===== src/rtl/vid_addr_gen.sv =====
module vid_addr_gen #(
  parameter int CNT_W   = 8,
  parameter int BASE_W  = 9,
  parameter int IRQ_ON  = 160,
  parameter int IRQ_OFF = 192
) (
  input  logic                    clk,
  input  logic                    rst_n,
  input  logic                    step_en,
  input  logic                    half_sel,
  input  logic                    cnt_clr,
  input  logic                    cpu_req,
  input  logic [CNT_W:0]          cpu_addr,
  input  logic                    line_ld,
  input  logic [BASE_W-1:0]       line_din,
  output logic [BASE_W+CNT_W:0]   vaddr,
  output logic                    irq,
  output logic                    vid_oe
);
  localparam logic [CNT_W-1:0] ON_V  = CNT_W'(IRQ_ON);
  localparam logic [CNT_W-1:0] OFF_V = CNT_W'(IRQ_OFF);

  logic [CNT_W-1:0]  cnt;
  logic [BASE_W-1:0] base;
  logic              cpu_mode;

  always_ff @(posedge clk or negedge rst_n)
    if (!rst_n)          cnt <= '0;
    else if (cnt_clr)    cnt <= '0;
    else if (step_en)    cnt <= cnt + 1'b1;

  always_ff @(posedge clk or negedge rst_n)
    if (!rst_n)          base <= '0;
    else if (line_ld)    base <= line_din;

  always_ff @(posedge clk or negedge rst_n)
    if (!rst_n)          cpu_mode <= 1'b0;
    else                 cpu_mode <= cpu_req;

  always_ff @(posedge clk or negedge rst_n)
    if (!rst_n)             irq <= 1'b0;
    else if (cnt == ON_V)   irq <= 1'b1;
    else if (cnt == OFF_V)  irq <= 1'b0;

  assign vid_oe = !cpu_mode;
  assign vaddr  = {base, cpu_mode ? cpu_addr : {cnt, half_sel}};

  assert_step_R2: assert property (@(posedge clk) disable iff (!rst_n)
    (step_en && !cnt_clr) |=> cnt == $past(cnt) + 1'b1);
  assert_hold_R2: assert property (@(posedge clk) disable iff (!rst_n)
    (!step_en && !cnt_clr) |=> $stable(cnt));
  assert_clear_R3: assert property (@(posedge clk) disable iff (!rst_n)
    cnt_clr |=> cnt == '0);
  assert_base_R5: assert property (@(posedge clk) disable iff (!rst_n)
    line_ld |=> vaddr[BASE_W+CNT_W:CNT_W+1] == $past(line_din));
  assert_irq_rise_R6: assert property (@(posedge clk) disable iff (!rst_n)
    $rose(irq) |-> $past(cnt) == ON_V);
  assert_irq_fall_R7: assert property (@(posedge clk) disable iff (!rst_n)
    $fell(irq) |-> $past(cnt) == OFF_V);
  assert_cpu_mode_R8: assert property (@(posedge clk) disable iff (!rst_n)
    cpu_req |=> (!vid_oe && vaddr[CNT_W:0] == cpu_addr));
  assert_vid_mode_R4: assert property (@(posedge clk) disable iff (!rst_n)
    !cpu_req |=> (vid_oe && vaddr[0] == half_sel));
endmodule


===== config.mk =====
export PLATFORM = sky130hd
export DESIGN_NAME = vid_addr_gen
export DESIGN_NICKNAME = d
export VERILOG_FILES = /design/src/rtl/vid_addr_gen.sv
export SDC_FILE = /design/constraint.sdc
export NUM_CORES = 1
export LEC_CHECK = 0
export BUFFER_PORTS_ARGS = -buffer_cell sky130_fd_sc_hd__buf_2
export CAP_MARGIN = 20
export CORE_UTILIZATION = 37
export CTS_BUF_LIST = sky130_fd_sc_hd__clkbuf_2
export DETAILED_ROUTE_END_ITERATION = 8
export GPL_TIMING_DRIVEN = 0
export PLACE_DENSITY = 0.7
export SYNTH_ARGS = -nofsm -noshare
export SYNTH_HDL_FRONTEND = slang
export SYNTH_SLANG_ARGS = --single-unit

===== constraint.sdc =====
create_clock -name clk -period 3.4 [get_ports clk]
set_input_delay 0.17 -clock clk [delete_from_list [all_inputs] [get_ports clk]]
set_output_delay 0.17 -clock clk [all_outputs]
set_load 0.05 [all_outputs]

==> impl_results.md <==
* Status: completed
* Clk_skew at 0.995 ps
* Critical Path Sink Type: output port
* Synth Warn # at 0
* Hold Path Class: in2reg
* DRC violations left at 0
* CTS Buf Count at 3
* Post-synthesis net count at 110
* Post-CTS sizing at 0
* #FFs+latches synth at 19
* Worst r2r dst: cnt[7]$_DFFE_PN0P_
* CP max stage cell: dfrtp_1
* Std-Cell Rows at 17
* # diodes at 0
* Worst Tran Pin Value at 419 ps
* Worst-path cell chain: buf_2 > mux2_2 > buf_2
* Internal power at 313 µW
* Synth-to-Final Area Change at 30.2%
* CTS tree: built
* Critical path type: reg2out
* Initial Utilization at 40.4%
* Largest net degree at the start of global routing at 20
* First-pass GRT wire length at 2790 µm
* RSZ-0062 raised after global routing: no
* Hold_sp: line_din[0]
* IO Pins at between 40 and 50
* Setup_tns at 0 ps
* Syn Area/Cell at between 10 and 15 µm²
* Critical Path Most Common Cell: buf_2
* Vias in the first global route at 651
* CTS root buffer: clkbuf_2
* Logic pwr share at between 20% and 30%
* Max IR drop VDD at 243 µV
* Area occupied by multi-input gates at 408 µm²
* Die width at 52.1 µm
* Sequential Power Share at 51.7%
* Die Area at 2710 µm²
* Top cell type's share of synthesized area at 51.2%
* R2r setup slk at 2060 ps
* M1 wire length at between 800 and 900 µm
* PnR worst setup slack at 1700 ps
* FF+latch area at 475 µm²
* Leading area contributor after synthesis: dfrtp_1
* Met2 wire len at a little under 800 µm
* Core Footprint at 2300 µm²
* Final Cell Area at 1210 µm²
* Clock power frac at 19.8%
* Via density at 4.92
* Total grt overflow at 0
* Fillers at 209
* Total track usage at 14.1%
* Sequential share of the synthesized area at between 50% and 60%
* Power Dens Cells at 399 nW/µm²
* Die height at 52.1 µm
* Clock buffer depth at 2
* DR WL met3 at 133 µm
* Switching Share at between 30% and 40%
* RR Startpoint: cnt[2]$_DFFE_PN0P_
* Crit Path Max Fanout at 10
* Most common cell after layout, fill and taps aside: buf_2
* TritonRoute pass-1 iters at 3
* PortBufs at 41
* Final min period at around 1700 ps
* Async S/R FF share, synth at 100%
* Hold Path End: base[0]$_DFFE_PN0P_
* CP startpoint kind: register
* WP data arrival at 1530 ps
* Max layer used: met4
* Fin nets at 158
* Initial antenna violation count at 0
* Wirelength per Cell at 11.0 µm
* DP Worst Slack at 2030 ps
* Fin. Hold Viols at 0
* Routed wire length at 1740 µm
* Post-synth EDFFs at 0
* H-tree depth at 1
* Most frequent cells in the layout: buf_2, dfrtp_1, mux2_2
* Syn Std Cell Area at between 900 and 1000 µm²
* Design Power at 482 µW
* Setup Viol. Count Final at 0
* GP Congestion at 0.769
* Share of cells above drive strength 1 at 46.2%
* Clock transition at path regs at 170 ps
* Initial DRC Count at 5
* Vias at 777
* Pleak at 0.605 nW
* Detailed Place HPWL at ~1400 µm
* Cells after Synth at between 80 and 90
* Worst Hold Depth at 2
* Clk Latency, worst-skew pair at 290 ps
* Cell Area, Placed at about 1200 µm²
* Routed Antenna Nets at 0
* Max-Cap Viols at 0
* Count of cell types in the netlist at 22
* Final Cycle Share at 50.1%
* Slew Limit Fails at 0
* Max incr delay on CP at about 460 ps
* Main synth FF type: dfrtp_1
* Psw at ~170 µW
* CTS Sinks at 19
* Main area contributors after synthesis: dfrtp_1, mux2_2, mux2_1
* FF-to-FF path depth at 3
* Rel. slew slack at 72.1%
* Required @ worst endpoint at around 3200 ps
* Fmax at 0.587 GHz
-- critical path, delay by kind of cell (launching register included) --
kind	cells	cell delay [ps]
buf+inv	2	440
mux	1	340
flops	1	460
-- stage by stage --
step | utilization, % | cells | hold slack (ps)
4_1_cts | 52.6 | 158 | 72.5
6_report | 52.6 | 158 | 89.9
5_1_grt | 52.6 | 158 | 60.6
3_5_place_dp | 50.9 | 152 | 129
2_1_floorplan | - | 83 | -126
3_3_place_gp | 50.9 | 152 | 124
-- power groups by stage --
stage,registers (mW),clock network [mW],logic [mW]
2_1_floorplan,0.291,0,0.0593
4_1_cts,0.250,0.101,0.139
3_3_place_gp,0.253,0,0.134
5_1_grt,0.252,0.110,0.147
6_report,0.249,0.0957,0.137
3_5_place_dp,0.254,0,0.137
-- cell usage after synthesis (2+ instances only) --
cell     count
nand2_1      6
mux2_1       5
nand3_1      2
xor2_1       3
inv_1        6
mux2_2      10
or3_1        2
a21oi_1      3
buf_2        3
nor2_1       6
o21ai_0      6
dfrtp_1     19
ha_1         2
nor3_1       2
-- metal layers --
layer  vias up  GRT usage [%]
met4         0           6.76
met3         2           1.75
met2        42           23.1
li1        378              -
met1       355           18.3
met5         -              0
-- how the worst max path moves through the flow --
| stage | start | endpoint | slack [ps] | cells past startpoint |
|---|---|---|---|---|
| final | cpu_mode$_DFF_PN0_ | vaddr[5] | 1700 | 3 |
| after CTS | cpu_mode$_DFF_PN0_ | vaddr[5] | 1660 | 3 |
| after floorplan | cpu_mode$_DFF_PN0_ | vaddr[2] | 1540 | 2 |
| after global placement | cpu_mode$_DFF_PN0_ | vaddr[5] | 2050 | 3 |
| after detailed placement | cpu_mode$_DFF_PN0_ | vaddr[5] | 2030 | 3 |
| after global routing | cpu_mode$_DFF_PN0_ | vaddr[5] | 1600 | 3 |
-- sequential cells by signal (all words and copies together) (netlist names) --
| name | cells |
|---|---|
| cpu_mode | 1 |
| cnt | 8 |
| irq | 1 |
| base | 9 |
-- cells by family (layout without fill, tap and decap cells) --
logic type | after synthesis | after routing | share of synthesized area [%]
compound gates | 12 | 12 | 8.49
xor+xnor | 4 | 4 | 3.77
fa+ha+maj | 2 | 2 | 2.69
buf+inv | 10 | 57 | 4.85
flops | 19 | 19 | 51.2
mux | 16 | 16 | 19.3
simple gates | 20 | 20 | 9.70
-- cell type report --
cell class / instances / area share, %
Sequential cell: 19 / 39.3
Multi-Input combinational cell: 54 / 33.7
Timing Repair Buffer: 43 / 18.6
Tap cell: 28 / 2.90
Buffer: 4 / 1.86
Inverter: 6 / 1.86
Clock buffer: 4 / 1.66
-- what timing repair did --
action | 4_1_cts | 5_1_grt
hold buffers | 2 | 0
endpoints found under the setup margin | 0 | 0
endpoints found under the hold margin | 20 | 0
buffers inserted | 0 | 0
No activity file was read; power rests on OpenSTA's default activity.
